### src/rtl/cfg_pkg.sv
package cfg_pkg;
   typedef enum logic [2:0] {
      ST_BOOT,
      ST_PULSE,
      ST_READY,
      ST_FETCH,
      ST_SETUP,
      ST_STROBE,
      ST_LIVE,
      ST_FAIL
   } ld_state_t;

   typedef enum logic {
      IMG_USER    = 1'b0,
      IMG_FACTORY = 1'b1
   } img_sel_t;

   localparam int unsigned NUM_BTN = 2;
   localparam int unsigned BTN_FAC = 0;
   localparam int unsigned BTN_USR = 1;
endpackage

### src/rtl/cfg_btn_filter.sv
module cfg_btn_filter #(
   parameter int unsigned DEB_CLKS = 16
) (
   input  logic clk,
   input  logic rst_n,
   input  logic raw,
   output logic press
);
   logic [1:0] sync_q;
   logic       level_q;
   logic       level_d;

   always_ff @(posedge clk or negedge rst_n) begin
      if (!rst_n) sync_q <= '0;
      else        sync_q <= {sync_q[0], raw};
   end

   generate
      if (DEB_CLKS == 0) begin : g_nodeb
         always_ff @(posedge clk or negedge rst_n) begin
            if (!rst_n) level_q <= 1'b0;
            else        level_q <= sync_q[1];
         end
      end else begin : g_deb
         localparam int unsigned CW = $clog2(DEB_CLKS + 1);
         logic [CW-1:0] stab_q;
         always_ff @(posedge clk or negedge rst_n) begin
            if (!rst_n) begin
               stab_q  <= '0;
               level_q <= 1'b0;
            end else if (sync_q[1] == level_q) begin
               stab_q <= '0;
            end else if (stab_q == CW'(DEB_CLKS - 1)) begin
               stab_q  <= '0;
               level_q <= sync_q[1];
            end else begin
               stab_q <= stab_q + 1'b1;
            end
         end
      end
   endgenerate

   always_ff @(posedge clk or negedge rst_n) begin
      if (!rst_n) level_d <= 1'b0;
      else        level_d <= level_q;
   end

   assign press = level_q & ~level_d;
endmodule

### src/rtl/cfg_seq.sv
module cfg_seq
   import cfg_pkg::*;
#(
   parameter int unsigned ADDR_W        = 20,
   parameter int unsigned DATA_W        = 8,
   parameter int unsigned IMG_BYTES     = 262144,
   parameter int unsigned FACTORY_BASE  = 32'h00000,
   parameter int unsigned USER_BASE     = 32'h40000,
   parameter int unsigned PROG_LOW_CLKS = 8
) (
   input  logic              clk,
   input  logic              rst_n,
   input  logic              start_fac,
   input  logic              start_usr,
   input  logic [DATA_W-1:0] flash_data,
   input  logic              fpga_init,
   input  logic              fpga_done,
   output logic [ADDR_W-1:0] flash_addr,
   output logic              flash_rd,
   output logic              prog_n,
   output logic              cclk,
   output logic [DATA_W-1:0] data,
   output ld_state_t         state_o,
   output img_sel_t          img_o
);
   localparam int unsigned IDX_W = (IMG_BYTES > 1) ? $clog2(IMG_BYTES) : 1;
   localparam int unsigned PCW   = $clog2(PROG_LOW_CLKS + 1);
   localparam logic [IDX_W-1:0] LAST_IDX = IDX_W'(IMG_BYTES - 1);
   localparam logic [ADDR_W-1:0] FAC_A   = ADDR_W'(FACTORY_BASE);
   localparam logic [ADDR_W-1:0] USR_A   = ADDR_W'(USER_BASE);

   ld_state_t         st_q;
   img_sel_t          img_q;
   logic [IDX_W-1:0]  idx_q;
   logic [PCW-1:0]    pcnt_q;
   logic              accept_usr;
   logic [ADDR_W-1:0] base_a;

   assign accept_usr = start_usr && (st_q == ST_LIVE || st_q == ST_FAIL);
   assign base_a     = (img_q == IMG_FACTORY) ? FAC_A : USR_A;
   assign flash_addr = base_a + ADDR_W'(idx_q);
   assign flash_rd   = (st_q == ST_FETCH);
   assign state_o    = st_q;
   assign img_o      = img_q;

   always_ff @(posedge clk or negedge rst_n) begin
      if (!rst_n) begin
         st_q   <= ST_BOOT;
         img_q  <= IMG_USER;
         idx_q  <= '0;
         pcnt_q <= '0;
         prog_n <= 1'b1;
         cclk   <= 1'b0;
         data   <= '0;
      end else if (start_fac || accept_usr) begin
         img_q  <= start_fac ? IMG_FACTORY : IMG_USER;
         st_q   <= ST_PULSE;
         idx_q  <= '0;
         pcnt_q <= '0;
         prog_n <= 1'b0;
         cclk   <= 1'b0;
      end else begin
         case (st_q)
            ST_BOOT: begin
               img_q  <= IMG_USER;
               st_q   <= ST_PULSE;
               idx_q  <= '0;
               pcnt_q <= '0;
               prog_n <= 1'b0;
            end
            ST_PULSE: begin
               if (pcnt_q == PCW'(PROG_LOW_CLKS - 1)) begin
                  prog_n <= 1'b1;
                  st_q   <= ST_READY;
               end else begin
                  pcnt_q <= pcnt_q + 1'b1;
               end
            end
            ST_READY: begin
               if (fpga_init) st_q <= ST_FETCH;
            end
            ST_FETCH: begin
               if (fpga_done) begin
                  st_q <= ST_LIVE;
               end else begin
                  data <= flash_data;
                  st_q <= ST_SETUP;
               end
            end
            ST_SETUP: begin
               cclk <= 1'b1;
               st_q <= ST_STROBE;
            end
            ST_STROBE: begin
               cclk <= 1'b0;
               if (fpga_done) begin
                  st_q <= ST_LIVE;
               end else if (idx_q == LAST_IDX) begin
                  st_q <= ST_FAIL;
               end else begin
                  idx_q <= idx_q + 1'b1;
                  st_q  <= ST_FETCH;
               end
            end
            default: ;
         endcase
      end
   end
endmodule

### src/rtl/cfg_status.sv
module cfg_status
   import cfg_pkg::*;
#(
   parameter int unsigned BLINK_W = 22
) (
   input  logic      clk,
   input  logic      rst_n,
   input  ld_state_t state,
   input  img_sel_t  img,
   output logic      led_user,
   output logic      led_factory,
   output logic      error
);
   logic blink;
   logic live;

   generate
      if (BLINK_W <= 1) begin : g_fast
         always_ff @(posedge clk or negedge rst_n) begin
            if (!rst_n) blink <= 1'b0;
            else        blink <= ~blink;
         end
      end else begin : g_div
         logic [BLINK_W-1:0] div_q;
         always_ff @(posedge clk or negedge rst_n) begin
            if (!rst_n) div_q <= '0;
            else        div_q <= div_q + 1'b1;
         end
         assign blink = div_q[BLINK_W-1];
      end
   endgenerate

   assign live        = (state == ST_LIVE);
   assign error       = (state == ST_FAIL);
   assign led_user    = (live && img == IMG_USER)    || (error && blink);
   assign led_factory = (live && img == IMG_FACTORY) || (error && blink);
endmodule

### src/rtl/cfg_loader.sv
module cfg_loader
   import cfg_pkg::*;
#(
   parameter int unsigned ADDR_W        = 20,
   parameter int unsigned DATA_W        = 8,
   parameter int unsigned IMG_BYTES     = 262144,
   parameter int unsigned FACTORY_BASE  = 32'h00000,
   parameter int unsigned USER_BASE     = 32'h40000,
   parameter int unsigned APP_BASE      = 32'h80000,
   parameter int unsigned PROG_LOW_CLKS = 8,
   parameter int unsigned DEB_CLKS      = 16,
   parameter int unsigned BLINK_W       = 22
) (
   input  logic              clk,
   input  logic              rst_n,
   input  logic              btn_factory,
   input  logic              btn_user,
   output logic [ADDR_W-1:0] flash_addr,
   output logic              flash_rd,
   input  logic [DATA_W-1:0] flash_data,
   output logic              fpga_prog_n,
   input  logic              fpga_init,
   input  logic              fpga_done,
   output logic              cfg_cclk,
   output logic [DATA_W-1:0] cfg_data,
   output logic              led_user,
   output logic              led_factory,
   output logic              cfg_error
);
   initial begin
      assert (IMG_BYTES >= 2) else $error("image region too small");
      assert (PROG_LOW_CLKS >= 1) else $error("program pulse must be at least one clock");
      assert (FACTORY_BASE + IMG_BYTES <= USER_BASE || USER_BASE + IMG_BYTES <= FACTORY_BASE)
         else $error("image regions overlap");
      assert (FACTORY_BASE + IMG_BYTES <= APP_BASE && USER_BASE + IMG_BYTES <= APP_BASE)
         else $error("image region reaches application space");
      assert (APP_BASE <= (64'd1 << ADDR_W)) else $error("address width too narrow");
   end

   logic [NUM_BTN-1:0] raw_btn;
   logic [NUM_BTN-1:0] press;
   ld_state_t          state;
   img_sel_t           img;

   assign raw_btn[BTN_FAC] = btn_factory;
   assign raw_btn[BTN_USR] = btn_user;

   for (genvar b = 0; b < NUM_BTN; b++) begin : g_btn
      cfg_btn_filter #(.DEB_CLKS(DEB_CLKS)) u_filt (
         .clk   (clk),
         .rst_n (rst_n),
         .raw   (raw_btn[b]),
         .press (press[b])
      );
   end

   cfg_seq #(
      .ADDR_W        (ADDR_W),
      .DATA_W        (DATA_W),
      .IMG_BYTES     (IMG_BYTES),
      .FACTORY_BASE  (FACTORY_BASE),
      .USER_BASE     (USER_BASE),
      .PROG_LOW_CLKS (PROG_LOW_CLKS)
   ) u_seq (
      .clk        (clk),
      .rst_n      (rst_n),
      .start_fac  (press[BTN_FAC]),
      .start_usr  (press[BTN_USR]),
      .flash_data (flash_data),
      .fpga_init  (fpga_init),
      .fpga_done  (fpga_done),
      .flash_addr (flash_addr),
      .flash_rd   (flash_rd),
      .prog_n     (fpga_prog_n),
      .cclk       (cfg_cclk),
      .data       (cfg_data),
      .state_o    (state),
      .img_o      (img)
   );

   cfg_status #(.BLINK_W(BLINK_W)) u_stat (
      .clk         (clk),
      .rst_n       (rst_n),
      .state       (state),
      .img         (img),
      .led_user    (led_user),
      .led_factory (led_factory),
      .error       (cfg_error)
   );
endmodule

### config.mk
export PLATFORM = sky130hd
export DESIGN_NAME = cfg_loader
export DESIGN_NICKNAME = d
export VERILOG_FILES = /design/src/rtl/cfg_pkg.sv /design/src/rtl/cfg_btn_filter.sv /design/src/rtl/cfg_seq.sv /design/src/rtl/cfg_status.sv /design/src/rtl/cfg_loader.sv
export SDC_FILE = /design/constraint.sdc
export NUM_CORES = 1
export LEC_CHECK = 0
export CAP_MARGIN = 0
export CORE_UTILIZATION = 35
export DETAILED_ROUTE_END_ITERATION = 7
export MAX_ROUTING_LAYER = met4
export PLACE_DENSITY = 0.54
export SLEW_MARGIN = 0
export SYNTH_ARGS = -nofsm -noshare
export SYNTH_HDL_FRONTEND = slang
export SYNTH_SLANG_ARGS = --single-unit
### constraint.sdc
create_clock -name clk -period 3.2 [get_ports clk]
set_input_delay 0.64 -clock clk [delete_from_list [all_inputs] [get_ports clk]]
set_output_delay 0.64 -clock clk [all_outputs]
set_load 0.05 [all_outputs]
==> results of run 1 <==
how the worst max path moves through the flow:
stage	depth (start not counted)	start	slack, ps	end
2_1_floorplan	3	u_seq.img_o	680	led_user
3_3_place_gp	6	fpga_done	580	u_seq.idx_q[15]
3_5_place_dp	6	fpga_done	590	u_seq.idx_q[7]
4_1_cts	3	u_seq.state_o[2]	360	led_user
5_1_grt	3	u_seq.state_o[2]	260	led_user
6_report	3	u_seq.state_o[2]	410	led_user
cells by family (layout without fill, tap and decap cells):
kind of cell             after synthesis  after routing  synth area share, %
multiplexers                          11             11                 3.50
flip-flops                            76             76                 54.3
adder cells (fa/ha/maj)                5              5                 1.79
AO/OA/AOI/OAI                         45             45                 8.18
AND/OR/NAND/NOR                      142            142                 21.9
buffers and inverters                 18             68                 2.78
other                                  1              1                0.107
XOR/XNOR                              30             30                 7.50
power by group:
group / switching [mW] / internal [mW] / leakage [nW] / total (mW)
combinational: 0.655 / 0.365 / 0.746 / 1.02
sequential: 0.146 / 1.09 / 0.995 / 1.24
clock: 0.368 / 0.436 / 0.109 / 0.805
critical path, cell delays in order, from the launching register on:
cell and delay (ps):
dfrtp_1 570, nand2_1 160, nor3_1 220, clkdlybuf4s50_1 850
cell usage after synthesis (all sizes together), types with 2 or more instances:
cell type / count / share of area, %
dfrtp: 75 / 54
nor2: 26 / 2.8
nand2: 25 / 2.7
nand3: 25 / 3.7
xnor2: 19 / 4.7
o21ai: 16 / 2.3
a21oi: 14 / 2.0
and3: 11 / 2.0
xor2: 11 / 2.7
mux2: 10 / 3.2
nand4: 9 / 1.6
nor3: 8 / 1.1
or3: 8 / 1.6
buf: 7 / 1.6
and2: 6 / 1.1
inv: 6 / 0.64
nor2b: 6 / 1.1
o31ai: 6 / 1.3
clkbuf: 5 / 0.54
ha: 5 / 1.8
and4: 4 / 1.1
nand2b: 3 / 0.54
a31o: 2 / 0.50
nor4: 2 / 0.54
or4: 2 / 0.43
per-stage QoR:
stage	power [mW]	worst slack, ps	hold slack (ps)	area (µm²)	utilization [%]
floorplan	1.96	681	331	3500	-
global placement	2.27	583	335	4050	41.7
detailed placement	2.28	589	335	4050	41.7
CTS	3.10	359	352	4270	43.9
global route	3.23	263	356	4270	43.9
finish	3.06	406	349	4270	43.9
layout make-up:
cell class	instances	area [µm²]	area share [%]
well taps	133	166	3.90
multi-input cells	234	1500	35.2
clock inverters	7	91.3	2.14
flip-flops and latches	76	1900	44.6
repair buffers	46	458	10.7
inverters	6	22.5	0.528
clock buffers	9	124	2.90
flip-flops by register name, summed over array words and instances (netlist names), 2 cells and up:
register	count
g_btn.u_filt.level_q	2
u_seq.data	8
g_btn.u_filt.g_deb.stab_q	10
g_btn.u_filt.level_d	2
u_seq.pcnt_q	4
u_stat.g_div.div_q	22
g_btn.u_filt.sync_q	4
u_seq.idx_q	18
u_seq.state_o	3
cell usage in the layout, fill, tap and decap left out, drive strengths merged, types with 2 or more instances in the layout:
cell / n
and4: 4
nand2: 25
nand2b: 3
a31o: 2
or4: 2
ha: 5
xor2: 11
xnor2: 19
nand4: 9
a21oi: 14
nor2b: 6
clkbuf: 9
and2: 6
o31ai: 6
nor4: 2
o21ai: 16
inv: 6
nor3: 8
nor2: 26
and3: 11
clkinv: 4
clkdlybuf4s50: 45
mux2: 10
bufinv: 2
or3: 8
dfrtp: 75
nand3: 25
metal layers:
metal  up-vias  part of all wire (%)
met5         -                     0
met4         0                   1.7
met3        12                   4.4
met2        52                    46
met1      1214                    48
li1       1242                     -
==> results_dict.tcl, run 1 <==
set metrics [dict create \
    status "finished, final reports clean" \
    hp-class "reg2reg" \
    finalSetupViolCount 0 \
    syn_nets 347 \
    crit_path_max_fanout 13 \
    synth.avg_cell_area_um2 10.7 \
    wl_per_cell_um 13.4 \
    fp.coreArea_um2 9730 \
    grt_util_met1_pct 18.4 \
    grt_overflow_total 0 \
    period_minus_slack_ps 2790 \
    die_w_um 102 \
    grt.total_usage_pct 14.9 \
    ios 48 \
    postCtsSetupRepairBufs 0 \
    ir_drop_mv 0.240 \
    cts-buffers-inserted 9 \
    vias_per_cell 4.93 \
    postRouteAntennaNets 0 \
    grt_max_degree 77 \
    route.detailed.drc 0 \
    slew_headroom_pct 36.7 \
    grt_first_pass_wirelength_mm 11.5 \
    diodes 0 \
    tritoncts "done" \
    synth_cells 328 \
    syn_to_final_growth_pct 21.8 \
    synth_cell_types 48 \
    final_cells 511 \
    yosysWarnings 0 \
    r2r_cells 5 \
    powerDensity_nw_per_um2 717 \
    slew_viol_final 0 \
    clock_skew_ps 11.4 \
    cts_buffer_depth 2 \
    synth_area_um2 3500 \
    drive_gt1_share_pct 9.52 \
    nNetsFinal 392 \
    fillers 956 \
    die_h_um 102 \
    routed_wirelength_mm 6.84 \
    critPathLaunchType "register" \
    rows 36 \
    maxCapViolCount 0 \
    path_clk_slew_ps 90 \
    grt_pass1_vias 2433 \
    clock-root-buffer "clkbuf_8" \
    antenna_found_initial 0 \
    initial_core_util_pct 36.0 \
    critical_path_class "reg2out" \
    crit_arrival_ps 2150 \
    grt_busiest_layer "met2" \
    hold_path_depth 0 \
    required_ps 2560 \
    gp_congestion 0.746 \
    fmax_mhz 358 \
    tightest_slew_ps 949 \
    min_to "g_btn[1].u_filt.sync_q[1]" \
    synth-edff-count 0 \
    cts.repair.resized 0 \
    min_period_over_period_pct 87.3 \
    met2_usage_pct 23.0 \
    min_from "g_btn[1].u_filt.sync_q[0]" \
    io_buffers 46 \
    reg2reg_setup_slack_ps 920 \
    synthFlopType "dfrtp_1" \
    hpwlAfterDp_mm 4.65 \
    rr_startpoint "u_seq.state_o[2]" \
    dp_cells 495 \
    rsz0062_at_grt "false" \
    drt_pass1_iterations 4 \
    holdBufCountCts 0 \
    setup_tns_ps 0 \
    r2r_end "u_seq.idx_q[7]" \
    cts-htree-levels 3 \
    crit_path_end_kind "output pin" \
    cellLeakagePower_nw 1.85 \
    ys_async_sr_fraction_pct 100 \
    drtIter0Drc 63 \
    die_area_um2 10400 \
    seq_area_frac_synth_pct 54.3 \
    met3_usage_pct 4.04 \
    num_vias 2520 \
    insertion_delay_ps 350 \
    ys_ff_latch 76 \
    cts.sinks 76 \
    hold_viol_final 0 \
]
(Power assumes the default switching activity.)
==> run 2: changes to the inputs <==
--- a/config.mk
+++ b/config.mk
@@ -11,3 +11,3 @@
 export MAX_ROUTING_LAYER = met4
-export PLACE_DENSITY = 0.54
+export SKIP_LAST_GASP = 1
 export SLEW_MARGIN = 0
==> constraint.sdc (replaced) <==
create_clock -name clk -period 3.2 [get_ports clk]
set_input_delay 0.8 -clock clk [delete_from_list [all_inputs] [get_ports clk]]
set_output_delay 0.8 -clock clk [all_outputs]
set_load 0.05 [all_outputs]
==> results_dict.tcl, run 2 (synthesis gave the netlist of run 1 again) <==
set metrics [dict create \
    ios 48 \
    fmax_mhz 338 \
    antenna_found_initial 0 \
    tritoncts "done" \
    grt_first_pass_wirelength_mm 11.7 \
    cp_cell_sequence "nand2_1, nor3_1, clkdlybuf4s50_1" \
    multi_input_area_um2 1500 \
    min_period_over_period_pct 92.3 \
    nNetsFinal 392 \
    hp-class "reg2reg" \
    io_buffers 46 \
    finalSetupViolCount 0 \
    path_clk_slew_ps 80 \
    required_ps 2400 \
    setup_tns_ps 0 \
    cts_buffer_depth 2 \
    finalPower_mw 3.05 \
    insertion_delay_ps 350 \
    final_cell_mix "dfrtp_1, clkdlybuf4s50_1, nor2_1" \
    syn_to_final_growth_pct 21.8 \
    critical_path_class "reg2out" \
    hold-worst-slack_ps 352 \
    routed_wirelength_mm 6.73 \
    crit_start "u_seq.state_o[2]" \
    drt_pass1_iterations 4 \
    crit_arrival_ps 2150 \
    gp_congestion 0.806 \
    holdBufCountCts 0 \
    drtIter0Drc 84 \
    crit_path_end_kind "output pin" \
    max_stage_delay_ps 840 \
    fp.coreArea_um2 9730 \
    cts.repair.resized 0 \
    die_h_um 102 \
    critPathLaunchType "register" \
    slew_headroom_pct 37.6 \
    final_common_cell "dfrtp_1" \
    period_minus_slack_ps 2950 \
    reg.largest.list "u_stat.g_div.div_q x22, u_seq.idx_q x18, g_btn.u_filt.g_deb.stab_q x10" \
    regMostFlops "u_stat.g_div.div_q" \
    cts-htree-levels 3 \
    postCtsSetupRepairBufs 0 \
    slew_viol_final 0 \
    p_int_mw 1.91 \
    hold_viol_final 0 \
    power_frac_clock_pct 26.1 \
    die_area_um2 10400 \
    postRouteAntennaNets 0 \
    cts-buffers-inserted 9 \
    die_w_um 102 \
    clock_skew_ps 10.3 \
    tightest_slew_ps 936 \
    seqPwrFrac_pct 40.6 \
    cellLeakagePower_nw 1.85 \
    grt_busiest_layer "met2" \
    initial_core_util_pct 36.0 \
    sw_frac_of_total_pct 37.4 \
    drive_gt1_share_pct 9.02 \
    hpwlAfterDp_mm 4.73 \
    grt_util_met1_pct 18.1 \
    min_from "g_btn[1].u_filt.sync_q[0]" \
    grt_overflow_total 0 \
    clock-root-buffer "clkbuf_8" \
    rows 36 \
    rsz0062_at_grt "false" \
    met2_usage_pct 24.6 \
    route.detailed.drc 0 \
    powerDensity_nw_per_um2 715 \
    switchingPower_mw 1.14 \
    combPwrFrac_pct 33.3 \
    wl_per_cell_um 13.2 \
    grt_pass1_vias 2490 \
    status "finished, final reports clean" \
    ir_drop_mv 0.273 \
    rr_startpoint "u_seq.state_o[2]" \
    seqCellArea_um2 1900 \
    crit_slowest_cell "clkdlybuf4s50_1" \
    largest_register_ffs 22 \
    num_vias 2506 \
    diodes 0 \
    post-route-util_pct 43.9 \
    crit_path_max_fanout 13 \
    met3_usage_pct 3.97 \
    cts.sinks 76 \
    fillers 938 \
    grt_max_degree 77 \
    maxCapViolCount 0 \
    grt.total_usage_pct 15.0 \
    vias_per_cell 4.91 \
]
## run 2: changes by cell type in the layout (fill, tap and decap cells not counted), sizes merged
cell | previous run | this run
clkinv | 4 | 2
clkbuf | 9 | 11
clkinvlp | 1 | 0
## run 2: area by class of cell
cell class	count	area share [%]
tap	133	3.90
clock buffer	11	3.31
inverter	6	0.528
clock inverter	4	1.73
sequential	76	44.6
multi-input combinational	234	35.2
timing repair buffer	46	10.7
## run 2: power groups by stage
stage / sequential, mW / combinational [mW] / clock, mW
floorplan: 1.49 / 0.472 / 0
global placement: 1.25 / 1.02 / 0
detailed placement: 1.26 / 1.03 / 0
CTS: 1.24 / 1.03 / 0.826
global route: 1.26 / 1.10 / 0.867
finish: 1.24 / 1.02 / 0.796
## run 2: metrics by stage
| stage | cells | area, µm² | setup slack, ps |
|---|---|---|---|
| 2_1_floorplan | 328 | 3500 | 521 |
| 3_3_place_gp | 495 | 4050 | 428 |
| 3_5_place_dp | 495 | 4050 | 430 |
| 4_1_cts | 510 | 4270 | 205 |
| 5_1_grt | 510 | 4270 | 178 |
| 6_report | 510 | 4270 | 245 |
## run 2: critical path: cells and delay by family, from the launching register on
| kind | cells | cell delay [ps] |
|---|---|---|
| and+or+nand+nor | 2 | 390 |
| buffers and inverters | 1 | 840 |
| DFF | 1 | 580 |
## run 2: per-layer routing
layer | wire length, µm | vias to the layer above
met2 | 3240 | 47
met4 | 70 | 0
li1 | - | 1244
met1 | 3130 | 1207
met3 | 299 | 8
met5 | 0 | -
## run 2: final timing paths
path / slack, ps / cells after the start / end
max in group asynchronous: 2000 / 1 / u_seq.idx_q[17]
min in group asynchronous: 570 / 1 / u_seq.idx_q[13]
hold / removal: 350 / 0 / g_btn[1].u_filt.sync_q[1]
setup / recovery: 250 / 3 / led_user
setup reg to reg: 870 / 5 / u_seq.idx_q[7]
hold reg to reg: 350 / 0 / g_btn[1].u_filt.sync_q[1]
